## config.mk

```make
export PLATFORM = sky130hd
export DESIGN_NAME = mgmt_serial_master
export DESIGN_NICKNAME = d
export VERILOG_FILES = /design/src/rtl/mdm_pkg.sv /design/src/rtl/mdm_clkgen.sv /design/src/rtl/mdm_frame_engine.sv /design/src/rtl/mdm_regs.sv /design/src/rtl/mgmt_serial_master.sv
export SDC_FILE = /design/constraint.sdc
export NUM_CORES = 1
export LEC_CHECK = 0
export BUFFER_PORTS_ARGS = -buffer_cell sky130_fd_sc_hd__clkbuf_2
export CAP_MARGIN = 30
export CORE_ASPECT_RATIO = 1.25
export CORE_MARGIN = 10
export CORE_UTILIZATION = 45
export DETAILED_ROUTE_END_ITERATION = 10
export PLACE_DENSITY_LB_ADDON = 0.08
export SETUP_SLACK_MARGIN = 0.05
export SLEW_MARGIN = 30
export SYNTH_ARGS = -nofsm -noshare
export SYNTH_HDL_FRONTEND = slang
export SYNTH_SLANG_ARGS = --single-unit
```

## constraint.sdc

```tcl
create_clock -name clk -period 4.4 [get_ports clk]
set_input_delay 0 -clock clk [delete_from_list [all_inputs] [get_ports clk]]
set_output_delay 0 -clock clk [all_outputs]
set_load 0.01 [all_outputs]
```

## src/rtl/mdm_pkg.sv

```systemverilog
package mdm_pkg;

    localparam int FRAME_BITS = 64;
    localparam int CNT_W      = $clog2(FRAME_BITS);

    // bit indices of the last bit in each frame section
    localparam logic [CNT_W-1:0] B_PRE_END = CNT_W'(31);
    localparam logic [CNT_W-1:0] B_HDR_END = CNT_W'(45);
    localparam logic [CNT_W-1:0] B_TA2     = CNT_W'(47);
    localparam logic [CNT_W-1:0] B_PAY     = CNT_W'(48);
    localparam logic [CNT_W-1:0] B_LAST    = CNT_W'(FRAME_BITS - 1);
    localparam logic [CNT_W-1:0] CNT_ONE   = CNT_W'(1);

    typedef enum logic [1:0] {
        OP_ADDR  = 2'd0,
        OP_WRITE = 2'd1,
        OP_READ  = 2'd2
    } op_kind_e;

    typedef enum logic [2:0] {
        ST_IDLE = 3'd0,
        ST_PRE  = 3'd1,
        ST_HDR  = 3'd2,
        ST_TURN = 3'd3,
        ST_PAY  = 3'd4,
        ST_FIN  = 3'd5
    } frm_state_e;

    typedef enum logic [1:0] {
        RA_CFG  = 2'd0,
        RA_CTRL = 2'd1,
        RA_ADDR = 2'd2,
        RA_DATA = 2'd3
    } reg_sel_e;

    // Full 64-bit wire image, sent MSB first.
    function automatic logic [FRAME_BITS-1:0] make_frame(
        input logic        c45,
        input op_kind_e    kind,
        input logic [4:0]  port,
        input logic [4:0]  dev,
        input logic [15:0] pay
    );
        logic [1:0]  st;
        logic [1:0]  op;
        logic [1:0]  ta;
        logic [15:0] body;
        st = c45 ? 2'b00 : 2'b01;
        case (kind)
            OP_ADDR:  op = 2'b00;
            OP_WRITE: op = 2'b01;
            default:  op = c45 ? 2'b11 : 2'b10;
        endcase
        ta   = (kind == OP_READ) ? 2'b11 : 2'b10;
        body = (kind == OP_READ) ? 16'hFFFF : pay;
        return {32'hFFFF_FFFF, st, op, port, dev, ta, body};
    endfunction

endpackage

```

## src/rtl/mdm_clkgen.sv

```systemverilog
module mdm_clkgen #(
    parameter int DIV_W = 8
) (
    input  logic             clk,
    input  logic             rst_n,
    input  logic             run,
    input  logic [DIV_W-1:0] div,
    output logic             mdc,
    output logic             rise_p,
    output logic             fall_p
);

    localparam logic [DIV_W-1:0] ONE = DIV_W'(1);

    logic [DIV_W-1:0] cnt_q;
    logic             tick;

    // one half period is div system clocks; div of zero freezes the clock
    assign tick   = run && (div != '0) && (cnt_q >= div - ONE);
    assign rise_p = tick && !mdc;
    assign fall_p = tick && mdc;

    always_ff @(posedge clk) begin
        if (!rst_n) begin
            cnt_q <= '0;
            mdc   <= 1'b0;
        end else if (!run) begin
            cnt_q <= '0;
            mdc   <= 1'b0;
        end else if (tick) begin
            cnt_q <= '0;
            mdc   <= ~mdc;
        end else if (div != '0) begin
            cnt_q <= cnt_q + ONE;
        end
    end

endmodule

```

## src/rtl/mdm_frame_engine.sv

```systemverilog
module mdm_frame_engine
    import mdm_pkg::*;
(
    input  logic        clk,
    input  logic        rst_n,
    input  logic        start,
    input  logic        c45,
    input  op_kind_e    kind,
    input  logic [4:0]  port,
    input  logic [4:0]  dev,
    input  logic [15:0] pay,
    input  logic        rise_p,
    input  logic        fall_p,
    input  logic        mdio_i,
    output logic        run,
    output logic        mdio_o,
    output logic        mdio_oe,
    output logic        busy,
    output logic        done,
    output logic [15:0] rd_data,
    output logic        rd_err
);

    frm_state_e              state_q;
    frm_state_e              state_d;
    logic [CNT_W-1:0]        cnt_q;
    logic [FRAME_BITS-1:0]   sr_q;
    logic                    is_rd_q;
    logic                    ta_bad_q;
    logic [15:0]             rd_sr_q;
    logic                    active;
    logic                    released;

    // next-state logic
    always_comb begin
        state_d = state_q;
        unique case (state_q)
            ST_IDLE: if (start)                         state_d = ST_PRE;
            ST_PRE:  if (fall_p && cnt_q == B_PRE_END)  state_d = ST_HDR;
            ST_HDR:  if (fall_p && cnt_q == B_HDR_END)  state_d = ST_TURN;
            ST_TURN: if (fall_p && cnt_q == B_TA2)      state_d = ST_PAY;
            ST_PAY:  if (fall_p && cnt_q == B_LAST)     state_d = ST_FIN;
            ST_FIN:                                     state_d = ST_IDLE;
            default:                                    state_d = ST_IDLE;
        endcase
    end

    // state register
    always_ff @(posedge clk) begin
        if (!rst_n) state_q <= ST_IDLE;
        else        state_q <= state_d;
    end

    // shift, bit count and receive datapath
    always_ff @(posedge clk) begin
        if (!rst_n) begin
            cnt_q    <= '0;
            sr_q     <= '1;
            is_rd_q  <= 1'b0;
            ta_bad_q <= 1'b0;
            rd_sr_q  <= '0;
        end else if (state_q == ST_IDLE && start) begin
            sr_q     <= make_frame(c45, kind, port, dev, pay);
            cnt_q    <= '0;
            is_rd_q  <= (kind == OP_READ);
            ta_bad_q <= 1'b0;
            rd_sr_q  <= '0;
        end else begin
            if (fall_p && cnt_q != B_LAST) begin
                sr_q  <= {sr_q[FRAME_BITS-2:0], 1'b1};
                cnt_q <= cnt_q + CNT_ONE;
            end
            if (rise_p && is_rd_q) begin
                if (cnt_q == B_TA2) ta_bad_q <= mdio_i;
                if (cnt_q >= B_PAY) rd_sr_q  <= {rd_sr_q[14:0], mdio_i};
            end
        end
    end

    // outputs
    always_comb begin
        active   = (state_q == ST_PRE) || (state_q == ST_HDR) ||
                   (state_q == ST_TURN) || (state_q == ST_PAY);
        released = is_rd_q && ((state_q == ST_TURN) || (state_q == ST_PAY));
        run      = active;
        busy     = (state_q != ST_IDLE);
        done     = (state_q == ST_FIN);
        mdio_o   = active ? sr_q[FRAME_BITS-1] : 1'b1;
        mdio_oe  = active && !released;
        rd_data  = rd_sr_q;
        rd_err   = ta_bad_q;
    end

endmodule

```

## src/rtl/mdm_regs.sv

```systemverilog
module mdm_regs
    import mdm_pkg::*;
#(
    parameter int DIV_W = 8
) (
    input  logic             clk,
    input  logic             rst_n,
    input  logic             we,
    input  logic [1:0]       addr,
    input  logic [31:0]      wdata,
    input  logic             bus_busy,
    input  logic             done,
    input  logic [15:0]      rd_data,
    input  logic             rd_err,
    output logic [31:0]      rdata,
    output logic             start,
    output logic             c45,
    output op_kind_e         kind,
    output logic [4:0]       port,
    output logic [4:0]       dev,
    output logic [15:0]      pay,
    output logic [DIV_W-1:0] div,
    output logic             op_busy
);

    localparam int DIV_LSB = 8;
    localparam int GO_BIT  = 15;

    reg_sel_e         sel;
    logic             acc_cfg;
    logic             acc_oth;
    logic             c45_q;
    logic             aux_q;
    logic [DIV_W-1:0] div_q;
    logic [4:0]       port_q;
    logic [4:0]       dev_q;
    logic [15:0]      addr_q;
    logic [15:0]      data_q;
    logic             err_q;
    logic             op_busy_q;
    logic             rd_pend_q;
    logic             unused_wbits;

    assign unused_wbits = ^wdata[31:16];

    // write decode and frame launch
    always_comb begin
        sel     = reg_sel_e'(addr);
        acc_cfg = we && (sel == RA_CFG);
        acc_oth = we && !bus_busy;
        start   = acc_oth && (((sel == RA_CTRL) && wdata[GO_BIT]) ||
                              ((sel == RA_ADDR) && c45_q) ||
                               (sel == RA_DATA));
        kind    = (sel == RA_CTRL) ? OP_READ :
                  (sel == RA_ADDR) ? OP_ADDR : OP_WRITE;
        port    = (sel == RA_CTRL) ? wdata[9:5] : port_q;
        dev     = (sel == RA_CTRL) ? wdata[4:0] : dev_q;
        pay     = wdata[15:0];
        c45     = c45_q;
        div     = div_q;
        op_busy = op_busy_q;
    end

    always_ff @(posedge clk) begin
        if (!rst_n) begin
            c45_q     <= 1'b0;
            aux_q     <= 1'b0;
            div_q     <= '0;
            port_q    <= '0;
            dev_q     <= '0;
            addr_q    <= '0;
            data_q    <= '0;
            err_q     <= 1'b0;
            op_busy_q <= 1'b0;
            rd_pend_q <= 1'b0;
        end else begin
            if (acc_cfg) begin
                c45_q <= wdata[2];
                aux_q <= wdata[3];
                div_q <= wdata[DIV_LSB +: DIV_W];
            end
            if (acc_oth) begin
                unique case (sel)
                    RA_CTRL: begin
                        port_q <= wdata[9:5];
                        dev_q  <= wdata[4:0];
                    end
                    RA_ADDR: addr_q <= wdata[15:0];
                    RA_DATA: data_q <= wdata[15:0];
                    RA_CFG:  ;
                endcase
            end
            if (start && kind != OP_ADDR) begin
                op_busy_q <= 1'b1;
                rd_pend_q <= (kind == OP_READ);
            end else if (done) begin
                op_busy_q <= 1'b0;
                rd_pend_q <= 1'b0;
                if (rd_pend_q) begin
                    err_q  <= rd_err;
                    data_q <= rd_err ? 16'hFFFF : rd_data;
                end
            end
        end
    end

    // read mux
    always_comb begin
        rdata = '0;
        unique case (sel)
            RA_CFG: begin
                rdata[0]                = bus_busy;
                rdata[1]                = err_q;
                rdata[2]                = c45_q;
                rdata[3]                = aux_q;
                rdata[DIV_LSB +: DIV_W] = div_q;
            end
            RA_CTRL: begin
                rdata[4:0] = dev_q;
                rdata[9:5] = port_q;
            end
            RA_ADDR: rdata[15:0] = addr_q;
            RA_DATA: begin
                rdata[15:0] = data_q;
                rdata[31]   = op_busy_q;
            end
        endcase
    end

endmodule

```

## src/rtl/mgmt_serial_master.sv

```systemverilog
module mgmt_serial_master
    import mdm_pkg::*;
#(
    parameter int DIV_W = 8
) (
    input  logic        clk,
    input  logic        rst_n,
    input  logic        reg_we,
    input  logic [1:0]  reg_addr,
    input  logic [31:0] reg_wdata,
    output logic [31:0] reg_rdata,
    output logic        mdc_o,
    output logic        mdio_o,
    output logic        mdio_oe,
    input  logic        mdio_i
);

    logic             start;
    logic             c45;
    op_kind_e         kind;
    logic [4:0]       port;
    logic [4:0]       dev;
    logic [15:0]      pay;
    logic [DIV_W-1:0] div_w;
    logic             op_busy;
    logic             bus_busy;
    logic             done;
    logic [15:0]      rd_data;
    logic             rd_err;
    logic             run;
    logic             rise_p;
    logic             fall_p;

    mdm_regs #(.DIV_W(DIV_W)) u_regs (
        .clk      (clk),
        .rst_n    (rst_n),
        .we       (reg_we),
        .addr     (reg_addr),
        .wdata    (reg_wdata),
        .bus_busy (bus_busy),
        .done     (done),
        .rd_data  (rd_data),
        .rd_err   (rd_err),
        .rdata    (reg_rdata),
        .start    (start),
        .c45      (c45),
        .kind     (kind),
        .port     (port),
        .dev      (dev),
        .pay      (pay),
        .div      (div_w),
        .op_busy  (op_busy)
    );

    mdm_clkgen #(.DIV_W(DIV_W)) u_clk (
        .clk    (clk),
        .rst_n  (rst_n),
        .run    (run),
        .div    (div_w),
        .mdc    (mdc_o),
        .rise_p (rise_p),
        .fall_p (fall_p)
    );

    mdm_frame_engine u_eng (
        .clk     (clk),
        .rst_n   (rst_n),
        .start   (start),
        .c45     (c45),
        .kind    (kind),
        .port    (port),
        .dev     (dev),
        .pay     (pay),
        .rise_p  (rise_p),
        .fall_p  (fall_p),
        .mdio_i  (mdio_i),
        .run     (run),
        .mdio_o  (mdio_o),
        .mdio_oe (mdio_oe),
        .busy    (bus_busy),
        .done    (done),
        .rd_data (rd_data),
        .rd_err  (rd_err)
    );

endmodule

```

==> results of run 1 <==
worst max-delay path, cell delays in order, from the launching register on:
cell and delay (ns):
sky130_fd_sc_hd__dfxtp_1 0.35, sky130_fd_sc_hd__nor3_1 0.30, sky130_fd_sc_hd__nor3b_1 0.33, sky130_fd_sc_hd__nand2_1 0.11, sky130_fd_sc_hd__xor2_1 0.16, sky130_fd_sc_hd__ha_1 0.30
sky130_fd_sc_hd__nand2_1 0.09, sky130_fd_sc_hd__o21ai_0 0.56, sky130_fd_sc_hd__o21a_1 0.35, sky130_fd_sc_hd__nand3_2 0.30, sky130_fd_sc_hd__buf_4 0.35, sky130_fd_sc_hd__mux2i_1 0.17
sky130_fd_sc_hd__o211ai_1 0.09
layout by cell type, fill, tap and decap left out, types with 3 or more instances in the layout:
cell                            count
sky130_fd_sc_hd__inv_1              9
sky130_fd_sc_hd__nand3_1           71
sky130_fd_sc_hd__a32oi_1            3
sky130_fd_sc_hd__a21oi_1            8
sky130_fd_sc_hd__inv_6              4
sky130_fd_sc_hd__nand4_1            7
sky130_fd_sc_hd__and3_1            19
sky130_fd_sc_hd__o211a_1           10
sky130_fd_sc_hd__clkbuf_16         17
sky130_fd_sc_hd__nand2b_1           4
sky130_fd_sc_hd__and2_1             4
sky130_fd_sc_hd__nand2_1          230
sky130_fd_sc_hd__xor2_1            12
sky130_fd_sc_hd__nor3_1             6
sky130_fd_sc_hd__buf_4             14
sky130_fd_sc_hd__a21boi_0          27
sky130_fd_sc_hd__clkinv_2           3
sky130_fd_sc_hd__dfxtp_1          155
sky130_fd_sc_hd__mux2i_1           44
sky130_fd_sc_hd__xnor2_1            6
sky130_fd_sc_hd__o31ai_1           17
sky130_fd_sc_hd__or3_1              4
sky130_fd_sc_hd__nor2_1            41
sky130_fd_sc_hd__dlygate4sd3_1     17
sky130_fd_sc_hd__a31oi_1           27
sky130_fd_sc_hd__ha_1              12
sky130_fd_sc_hd__conb_1            15
sky130_fd_sc_hd__clkbuf_2          41
sky130_fd_sc_hd__o21ai_0           34
sky130_fd_sc_hd__nor2b_1            6
sky130_fd_sc_hd__mux4_2             6
cell type report:
cell class,instances,area share
Clock inverter,12,0.0165
Sequential cell,155,0.379
Clock buffer,20,0.0558
Multi-Input combinational cell,638,0.453
Inverter,9,0.00413
Tap cell,212,0.0324
Timing Repair Buffer,72,0.0587
how the worst max path moves through the flow:
stage | startpoint | end | slack (ns) | cells past startpoint
after floorplan | u_regs.div[0] | u_eng.rd_data[10] | 1.28 | 12
after global placement | u_regs.div[0] | u_eng.sr_q[29] | 0.81 | 12
after detailed placement | u_regs.div[0] | u_eng.sr_q[29] | 0.73 | 12
after CTS | u_regs.div[0] | u_eng.sr_q[29] | 0.72 | 12
after global routing | u_regs.div[0] | u_eng.sr_q[29] | 0.43 | 12
final | u_regs.div[0] | u_eng.sr_q[29] | 0.78 | 12
power breakdown:
group	leakage, nW	internal, mW	switching [mW]	total, mW
Sequential	1.26	1.46	0.0349	1.49
Clock	0.292	0.871	0.590	1.46
Combinational	1.90	0.119	0.189	0.308
cell families after synthesis:
| family | Yosys count | synth area share |
|---|---|---|
| simple gates | 399 | 0.244 |
| flops | 155 | 0.434 |
| compound gates | 143 | 0.139 |
| buf+inv | 87 | 0.0570 |
| mux | 50 | 0.0805 |
| xor+xnor | 19 | 0.0243 |
| fa+ha+maj | 12 | 0.0210 |
| other cells | 1 | 0.000524 |
sequential cells by signal, indices dropped and copies added (netlist names), 3 cells and up:
name,flops
u_eng.sr_q,64
u_clk.cnt_q,8
u_regs.dev_q,5
u_regs.data_q,16
u_eng.rd_data,16
u_eng.cnt_q,6
u_eng.state_q,3
u_regs.addr_q,16
u_regs.port_q,5
u_regs.div,8
per-layer routing:
layer  vias up  wire (um)  global-route usage
met1      2836       7900               0.197
met5         -          0                   0
met2        79       8270               0.270
met4         0        231              0.0466
li1       3011          -                   -
met3        22        469              0.0375
metrics by stage:
stage,power [mW],instance area [um^2],setup WS (ns),hold WS [ns]
final,3.26,8180,0.780,0.0830
after global routing,3.41,8180,0.432,0.120
after CTS,3.30,8180,0.723,0.0686
after detailed placement,1.82,7420,0.733,0.286
after global placement,1.81,7410,0.805,0.284
after floorplan,1.74,7210,1.28,0.145
==> run summary, run 1 <==
The setup skew after layout is approximately 0.011 ns. The full die area came out at 0.0214 mm^2. The clock input transition at the sequential cells of the worst setup and hold paths came out at 0.06 ns. By area the synthesized netlist is led by sky130_fd_sc_hd__dfxtp_1, sky130_fd_sc_hd__nand2_1, sky130_fd_sc_hd__mux2i_1. Yosys printed 0 warnings.

For flop-to-flop paths, the worst setup slack is 0.78 ns. The leading cell type by number of instances after synthesis is sky130_fd_sc_hd__nand2_1. The finished layout holds about 1,100 standard cells, fillers aside. Post-CTS timing repair inserted 0 buffers for setup. The initialized floorplan defines between 50 and 60 standard-cell rows.

The number of flops mapped to enable cells by yosys came out at 0. The final number of max-transition violations is 0. The worst hold path passes through 2 cells. The startpoint of the worst-slack reg-to-reg timing path is u_regs.div[0].

The wire length of the first global-routing pass came out at approximately 28,000 um. The via total after detailed routing came out at 5,948. The die boundary width is between 100 and 150 um.

The count of routing violations after the opening detailed-route iteration came out at roughly 370. The sequential share of the synthesized area is 0.434. The hold-fix buffer count after cts came out at 17.

The tree is rooted in a sky130_fd_sc_hd__clkbuf_16. In this run the critical register-to-register path is captured at u_eng.sr_q[29]. The number of sinks handled by clock tree synthesis came out at ~160.

Measured in cells, the most critical reg-to-reg path has a length of 12. The flow ran to the end, and the final reports show no timing, DRC or antenna violations. STA classifies the critical path endpoint as a flip-flop.

The launching element type of the critical path is a flip-flop. The post-synthesis cell area is 0.00715 mm^2. The initial antenna violation count came to 0.

The share of the synthesized area in the top cell type came out at 0.434. The detailed placer's ending HPWL came out at approximately 12,000 um. The cell count after placement came out at ~1,100.

The count of inserted antenna diode cells came out at 0. Power spread over the standard cell area amounts to about 400 mW/mm^2. The total of cells resized after clock tree synthesis came out at 0. The final count of hold timing violations came out at 0.

The die height came out at ~160 um. The fraction of layout cells with a size suffix above 1 came out at 0.110. The worst-path maximum fanout is 32. TritonCTS created 17 clock buffers.

The number of levels in the clock H-tree is 4. The register cell area after layout is a little over 0.003 mm^2. The dominant register cell in the synthesized netlist is sky130_fd_sc_hd__dfxtp_1. The post-layout net count came out at between 900 and 1,000. After synthesis, the most frequently instantiated cells are sky130_fd_sc_hd__nand2_1, sky130_fd_sc_hd__dfxtp_1, sky130_fd_sc_hd__nand3_1, sky130_fd_sc_hd__clkbuf_1, sky130_fd_sc_hd__mux2i_1. The count of maximum capacitance violations is 0. The final antenna-violating net count is 0. The synthesized design spends more area on one cell type than any other, namely sky130_fd_sc_hd__dfxtp_1. During I/O placement, the number of pins put on the boundary was 73. The worst hold path startpoint is rst_n. TritonCTS built the clock tree. The core occupancy in the finished layout is 0.526. The flip-flop and latch count after synthesis is 155. The weighted congestion reported at the end of routability-driven placement came out at ~0.8.

The number of cells produced by synthesis is ~870. The static leakage power came out at 3.46 nW. The share of flip-flops with an asynchronous set or reset after synthesis is 0. Data on the critical path arrives at its endpoint at approximately 3.9 ns.

The final clock period utilization by the worst path is 0.823. The routed via count divided by cell count is about 5.3. The highest achievable clock rate is approximately 280 MHz. The remaining routing DRC violations is 0. The total length of routed wires is 16,900 um. After detailed routing, the average wire length per cell comes to 15.1 um. The sum of negative setup slack is 0 ns. The total global routing track utilization came out at 0.160.

The initial utilization of the core area, before any placement, comes to 0.459. The pin count of the biggest net entering global routing is 59. The number of global-route vias before repair came out at 5,595.

The worst max-slew margin expressed relative to the limit came out at 0.459. The largest vdd supply drop came out at ~0.27 mV. The type of the worst min-delay path is input port to flip-flop.

The worst-margin pin slew came out at 0.800 ns. The number of buffer cells added on primary ports came out at a little over 40. Setup violations remaining at the end of the flow were counted as 0. Setup repair after global routing left no endpoint under its margin.

The buffer levels on the longest clock path is 2. The post-synthesis to final-layout area growth is 14.4%. The number of library cell types mapped by synthesis came out at 49. After synthesis, the mean cell area works out to approximately 8.3 um^2. The start-to-end type of the worst setup path is flip-flop to flip-flop. The time the worst path needs with I/O delays and setup came out at 3.62 ns. The aggregate global routing overflow is 0. For hold timing, the worst endpoint is u_eng.sr_q[16]. Fill cells in the final layout number between 1,500 and 2,000. For the worst-skew pair, the clock arrives at the later sink with an insertion delay of 0.43 ns. The multi-input combinational cell area is 0.00371 mm^2. The length of the first detailed-routing pass in iterations came out at 5. STA puts the critical path data required time at ~4.7 ns.

The area of the placeable core came out at about 0.016 mm^2.
(Power assumes the default switching activity.)
==> inputs of run 2 (changes only) <==
- clock period: 4.4 -> 3.2 ns (I/O delays scaled with it)
==> run summary, run 2 (synthesis gave the netlist of run 1 again) <==
The total power draw was 4.68 mW (+44%). The number of buffer cells added on primary ports is 41 (unchanged). The clock input transition at the sequential cells of the worst setup and hold paths was 0.06 ns (about the same).

The length in cells of the worst reg-to-reg path is 14 (+2). The worst max-slew margin expressed relative to the limit came out at 0.535 (+0.0753). The initial antenna violation count is 0 (unchanged). The time the worst path needs with I/O delays and setup came out at 3.01 ns (-0.609 ns). The library cell used most frequently in the layout, excluding fill and tap cells, is sky130_fd_sc_hd__nand2_1. The cell that appears most often on the critical path is sky130_fd_sc_hd__buf_4. The worst-path maximum fanout came out at 8 (-75%). The maximum cell stage delay along the critical path is 0.39 ns (-0.17 ns).

The register with the most flip-flops in the final layout is u_eng.sr_q. The cell area after layout came out at 0.00848 mm^2 (+3.6%). The initial core utilization is 0.459 (unchanged). The combinational power share is 0.096 (+0.002).

The detail-routed net length per standard cell came to 15.8 um (+4.8%). The fraction of layout cells with a size suffix above 1 is 0.136 (+0.0260). The final antenna-violating net count came out at 0 (unchanged). The core occupancy in the finished layout came out at 0.544 (+0.0188). The highest achievable clock rate was 332 MHz (+20%).

The data arrival time of the critical path is 3.32 ns (-0.57 ns). The cell count after placement is 1,082 (+1.2%). TritonCTS built the clock tree. The number of flip-flops in the largest register is 64 (unchanged). The die boundary width is 133 um (unchanged).

The required time reported for the critical path endpoint is 3.51 ns (-1.16 ns). The final number of max-transition violations came out at 0 (unchanged). The setup skew after layout is 0.0111 ns (+0.000114 ns).

The number of standard cells in the layout, taps in and fillers out came out at 1,136 (+1.6%). The insertion delay of the later-clocked pin in the worst-skew pair is 0.43 ns (about the same). The largest vdd supply drop is 0.383 mV (+41%). The via total after detailed routing was 6,044 (+1.6%). The post-synthesis to final-layout area growth came out at 18.5%. The routed via count divided by cell count came out at 5.32 (about the same).

Setup repair after global routing could not meet its margin everywhere. The die height was 161 um (unchanged). The cell sitting at the root of the clock tree is a sky130_fd_sc_hd__clkbuf_16. The min-delay analysis places its worst path in the category input port to flip-flop. The sum of negative setup slack is 0 ns (unchanged). STA classifies the critical path startpoint as a flip-flop. The number of sinks handled by clock tree synthesis came out at 155 (unchanged). The final clock period utilization by the worst path came out at 0.941 (+0.118). The power spent charging and discharging nets came out at 1.14 mW (+40%). The detailed placer's ending HPWL is 12,200 um (+3.7%). The critical path is of the flip-flop to flip-flop type.

The final setup violation count is 0 (unchanged). The critical path goes through nor3_4, nor3b_4, nand2_1, xor2_1, ha_1, nand2_2, a2111oi_4, buf_4, o211ai_4, nor4_4, buf_4, clkbuf_16, mux2i_1, nor2_1. The slowest stage of the critical path belongs to the cell sky130_fd_sc_hd__a2111oi_4.

The power per cell area came to 553 mW/mm^2 (+39%). The remaining routing DRC violations was 0 (unchanged). The wire length of the first global-routing pass is 29,900 um (+5.7%).

The number of levels in the clock H-tree came out at 4 (unchanged). The buffer levels on the longest clock path is 2 (unchanged). The length of the first detailed-routing pass in iterations is 7 (+2). The post-detailed-placement cell area is 0.00755 mm^2 (+1.7%).

The internal power of the cells is 3.54 mW (+45%). The power share of the clock group is 0.465 (+0.017). The worst-margin pin slew is 0.698 ns (-0.102 ns).

The aggregate global routing overflow came out at 0 (unchanged). The weighted congestion reported at the end of routability-driven placement came out at 0.813 (+1.5%). The pin count of the biggest net entering global routing was 50 (-15%).

The count of boundary I/O pins is 73 (unchanged). In the layout the commonest cells are sky130_fd_sc_hd__nand2_1, sky130_fd_sc_hd__dfxtp_1, sky130_fd_sc_hd__nand3_1, sky130_fd_sc_hd__mux2i_1. The full die area is 0.0214 mm^2 (unchanged). The flow ran to the end, and the final reports show no timing, DRC or antenna violations. The part of the total power dissipated in sequential elements came to 0.439 (-0.019). The count of maximum capacitance violations was 0 (unchanged). The count of inserted antenna diode cells is 0 (unchanged). The number of global-route vias before repair is 5,981 (+6.9%).

The standard-cell row count came out at 51 (unchanged). The static leakage power came out at 3.59 nW (+4.0%). The total length of routed wires came out at 18,000 um (+6.4%). The worst setup path is captured at a flip-flop. The switching share of power came out at 0.243 (-0.00611). The number of buffers created by CTS came to 17 (unchanged). The final count of hold timing violations is 0 (unchanged).

The area of the placeable core came out at 0.0156 mm^2 (unchanged). The total global routing track utilization is 0.168 (+0.00883). The count of routing violations after the opening detailed-route iteration came out at 367 (+0.27%). The number of cells on the worst hold path is 4 (+2).

The post-layout net count came out at 961 (+1.9%).
## run 2: cell types whose count changed in the layout (fill, tap and decap cells not counted), sizes merged
cell | before | now
inv | 13 | 14
bufinv | 2 | 4
buf | 14 | 31
clkbuf | 61 | 62
clkinv | 5 | 2
## run 2: what timing repair did
action,4_1_cts,5_1_grt
buffers inserted,0,4
setup endpoints to repair,16,86
resized for setup,0,14
endpoints found under the hold margin,59,0
gates cloned,0,1
hold buffers,17,0
pin swaps,1,8
## run 2: layout make-up
cell class | instances | area [um^2]
inverter | 9 | 33.8
sequential | 155 | 3110
clock inverter | 12 | 181
clock buffer | 20 | 457
fill | 1516 | 7090
multi-input combinational | 638 | 3760
timing repair buffer | 90 | 671
tap | 212 | 265
## run 2: worst paths after layout
check	slack, ns	startpoint	endpoint
worst min-delay path	0.21	reg_we	u_regs.div[1]
worst min register to register	0.46	u_eng.sr_q[1]	u_eng.sr_q[2]
worst max register to register	0.19	u_regs.div[2]	u_eng.rd_data[12]
worst max-delay path	0.19	u_regs.div[2]	u_eng.rd_data[12]
## run 2: power groups by stage
| stage | sequential [mW] | combinational (mW) | clock [mW] |
|---|---|---|---|
| final | 2.06 | 0.449 | 2.18 |
| after global placement | 2.09 | 0.407 | 0 |
| after floorplan | 2.08 | 0.309 | 0 |
| after CTS | 2.06 | 0.435 | 2.21 |
| after global routing | 2.07 | 0.502 | 2.29 |
| after detailed placement | 2.10 | 0.417 | 0 |
## run 2: worst max-delay path, delay by kind of cell (launching register included)
kind | cells | cell delay (ns)
and+or+nand+nor | 6 | 0.85
buffers and inverters | 3 | 0.57
AOI/OAI and AO/OA | 2 | 0.48
DFF | 1 | 0.33
adders and majority gates | 1 | 0.31
muxes | 1 | 0.19
xor gates and xnor gates | 1 | 0.14
## run 2: routing by layer
layer,vias up,part of all wire,wire [um],track usage
met5,-,0,0,0
met4,0,0.022,401,0.0666
met3,34,0.038,679,0.0375
met2,118,0.50,8940,0.285
met1,2851,0.44,7940,0.202
li1,3041,-,-,-
## run 2: metrics by stage
step / hold WS (ns) / setup slack (ns)
3_3_place_gp: 0.280 / 0.117
4_1_cts: 0.193 / 0.0765
2_1_floorplan: 0.145 / 0.0820
5_1_grt: 0.222 / -0.0159
6_report: 0.209 / 0.189
3_5_place_dp: 0.290 / 0.0254
==> inputs of run 3 (changes only) <==
- ABC_AREA: not set -> 1
==> run summary, run 3 <==
The signal on the critical path passes through inv_1, ha_1, nand3_2, nor3_1, xor2_1, inv_1, ha_1, nand2_1, o21a_1, nand2_2, and2_4, nand2_4, nor2_4, buf_12, nand3_1, nand2_1, nor2_1. The remaining routing DRC violations is 0 (unchanged). The share of flip-flops with an asynchronous set or reset after synthesis is 0 (unchanged). The run finished with clean final reports.

STA classifies the critical path endpoint as a flip-flop. The clock input transition at the sequential cells of the worst setup and hold paths is 0.07 ns (about the same). The number of library cell types mapped by synthesis came out at 48 (-2.0%). The number of buffers created by CTS came out at 17 (unchanged).

The power per cell area came out at 636 mW/mm^2 (+15%). The final setup violation count is 0 (unchanged). The warning count from the yosys run is 0 (unchanged). The number of levels in the clock H-tree came out at 4 (unchanged). Counting flops per register, the top entry is u_eng.sr_q. In the post-synthesis netlist, the biggest area contributors are sky130_fd_sc_hd__dfxtp_1, sky130_fd_sc_hd__nand2_1, sky130_fd_sc_hd__o21ai_0.

The post-synthesis average cell area came out at 7.32 um^2 (-11%). The area of the placeable core came out at 0.0156 mm^2 (unchanged). The via total after detailed routing is 6,396 (+5.8%).

The post-layout net count is 1,071 (+11%). The sum of negative setup slack was 0 ns (unchanged). The compound-cell area share of the yosys netlist came to 0.164 (+0.0247). The worst-margin pin slew is 0.946 ns (+0.248 ns).

The biggest area consumer among synthesized cells is sky130_fd_sc_hd__dfxtp_1. The static leakage power came out at 3.65 nW (+1.6%). The flip-flop and latch count after synthesis is 155 (unchanged). The count of maximum capacitance violations is 0 (unchanged). The insertion delay of the later-clocked pin in the worst-skew pair came out at 0.43 ns (about the same). The full die area came out at 0.0213 mm^2 (-0.30%). The cell sitting at the root of the clock tree is a sky130_fd_sc_hd__clkbuf_16. The total global routing track utilization came to 0.178 (+0.00920). The routed via count divided by cell count is 5.13 (-3.5%). In the layout the commonest cells are sky130_fd_sc_hd__nand2_1, sky130_fd_sc_hd__dfxtp_1, sky130_fd_sc_hd__o21ai_0, sky130_fd_sc_hd__inv_1, sky130_fd_sc_hd__a21oi_1. The adder-cell share of the synthesized area was 0.0211 (+0.0000737).

The count of routing violations after the opening detailed-route iteration came to 451 (+23%). The library cell used most frequently in the layout, excluding fill and tap cells, is sky130_fd_sc_hd__nand2_1. The data arrival time of the critical path is 3.15 ns (-0.17 ns). The mux contribution to synthesized area is 0.00158 (-0.0789). The maximum cell stage delay along the critical path is 0.31 ns (-0.08 ns). Setup repair after global routing left no endpoint under its margin. The pin count of the biggest net entering global routing is 84 (+68%).

The worst-path maximum fanout came out at 30 (+22). The die boundary width is 133 um (-0.15%). The number of cells produced by synthesis is 974 (+12%). The post-synthesis to final-layout area growth came out at 15.4%. The weighted congestion reported at the end of routability-driven placement came to 0.841 (+3.4%).

The final number of max-transition violations came out at 0 (unchanged). The initial core utilization is 0.458 (-0.00161). The number of sinks handled by clock tree synthesis came out at 155 (unchanged). TritonCTS built the clock tree. The xor and xnor fraction of the mapped netlist area was 0.00983 (-0.0145). The setup skew after layout is 0.00840 ns (-0.00269 ns). The hold slack came out at 0.0800 ns (-0.128 ns). The required time reported for the critical path endpoint is 3.52 ns (about the same). The total length of routed wires is 19,100 um (+6.2%).

The detailed placer's ending HPWL is 12,800 um (+5.2%). The time the worst path needs with I/O delays and setup came out at 2.83 ns (-0.183 ns). The final count of hold timing violations is 0 (unchanged). The aggregate global routing overflow is 0 (unchanged). The share of the synthesized area in the top cell type is 0.435 (+0.00152). The slowest stage of the critical path belongs to the cell sky130_fd_sc_hd__dfxtp_1.

By count the netlist is led by sky130_fd_sc_hd__nand2_1, sky130_fd_sc_hd__dfxtp_1, sky130_fd_sc_hd__o21ai_0, sky130_fd_sc_hd__inv_1, sky130_fd_sc_hd__a21oi_1. The total power draw is 5.23 mW (+12%). The detail-routed net length per standard cell is 15.3 um (-3.2%). The worst setup path is launched from a flip-flop.

The initial antenna violation count is 0 (unchanged). The worst max-slew margin expressed relative to the limit came out at 0.367 (-0.168). The post-synthesis cell area is 0.00713 mm^2 (-0.35%). By area, the combinational part of the netlist is dominated by simple AND/OR/NAND/NOR gates. The wire length of the first global-routing pass is 31,000 um (+3.8%). sky130_fd_sc_hd__nand2_1 is the most common cell in the netlist. The final antenna-violating net count is 0 (unchanged). In this run the worst hold path is classified as input port to flip-flop. The standard-cell row count is 51 (unchanged).

The number of buffer cells added on primary ports came out at 41 (unchanged). The dominant register cell in the synthesized netlist is sky130_fd_sc_hd__dfxtp_1. The buffer levels on the longest clock path is 2 (unchanged).

The number of global-route vias before repair is 6,050 (+1.2%). The number of flops mapped to enable cells by yosys is 0 (unchanged). The count of boundary I/O pins is 73 (unchanged).

The final clock period utilization by the worst path came out at 0.884 (-0.0573). By startpoint and endpoint, the worst setup path is classified as flip-flop to flip-flop. The count of inserted antenna diode cells is 0 (unchanged). The largest vdd supply drop is 0.424 mV (+11%).

The length of the first detailed-routing pass in iterations is 5 (-2). The fraction of layout cells with a size suffix above 1 came out at 0.118 (-0.0184). The die height came out at 161 um (-0.15%). The number of flip-flops in the largest register is 64 (unchanged). The sequential share of the synthesized area was 0.435 (+0.00152). The reg2reg setup slack is 0.37 ns (+0.18 ns). The highest achievable clock rate came to 354 MHz (+6.5%). The area fraction in and, or, nand and nor cells after synthesis came to 0.270 (+0.0261).
## run 3: logic make-up (layout without fill, tap and decap cells)
kind of cell	count (synthesis)	in the layout
AO/OA/AOI/OAI	213	213
XOR/XNOR	8	8
adder cells (fa/ha/maj)	12	12
buffers and inverters	151	197
flip-flops	155	155
multiplexers	1	1
other	1	15
AND/OR/NAND/NOR	433	433
## run 3: worst paths after layout
kind                   from               to  cells after the start
min                   rst_n  u_regs.dev_q[2]                      3
min reg2reg  u_eng.sr_q[41]   u_eng.sr_q[42]                      2
max reg2reg   u_regs.div[0]   u_eng.cnt_q[2]                     17
max           u_regs.div[0]   u_eng.cnt_q[2]                     17
## run 3: metal layers
| layer | vias to the layer above | part of all wire | GRT usage |
|---|---|---|---|
| li1 | 3293 | - | - |
| met1 | 2943 | 0.46 | 0.220 |
| met2 | 129 | 0.48 | 0.294 |
| met3 | 31 | 0.036 | 0.0356 |
| met4 | 0 | 0.026 | 0.0736 |
| met5 | - | 0 | 0 |
## run 3: through the flow
| step | setup slack, ns | std cells | util | area [um^2] |
|---|---|---|---|---|
| after floorplan | 0.593 | 988 | - | 7180 |
| after global placement | 0.252 | 1190 | 0.476 | 7410 |
| after detailed placement | 0.211 | 1191 | 0.478 | 7440 |
| after CTS | 0.195 | 1240 | 0.524 | 8160 |
| after global routing | 0.0806 | 1246 | 0.529 | 8230 |
| final | 0.372 | 1246 | 0.529 | 8230 |
## run 3: power breakdown
part           switching [mW]  internal (mW)
logic                   0.757          0.378
registers               0.101           2.09
clock network           0.809           1.09
total                    1.67           3.57
## run 3: repair_timing
action	in CTS	in global routing
hold buffers	17	0
endpoints found under the setup margin	0	64
buffers inserted	0	5
endpoints found under the hold margin	42	0
gates resized for setup	0	6
## run 3: area by class of cell
cell class / instances / area (um^2)
Clock buffer: 23 / 458
Clock inverter: 9 / 90.1
Fill cell: 1611 / 7340
Inverter: 84 / 318
Multi-Input combinational cell: 682 / 3400
Sequential cell: 155 / 3100
Tap cell: 212 / 265
Timing Repair Buffer: 81 / 598
## run 3: worst max-delay path: cells and delay by family, from the launching register on
| kind | cells | cell delay [ns] |
|---|---|---|
| AND/OR/NAND/NOR | 10 | 1.17 |
| adder cells (fa/ha/maj) | 2 | 0.48 |
| buffers and inverters | 3 | 0.40 |
| flip-flops | 1 | 0.31 |
| AO/OA/AOI/OAI | 1 | 0.19 |
| XOR/XNOR | 1 | 0.16 |
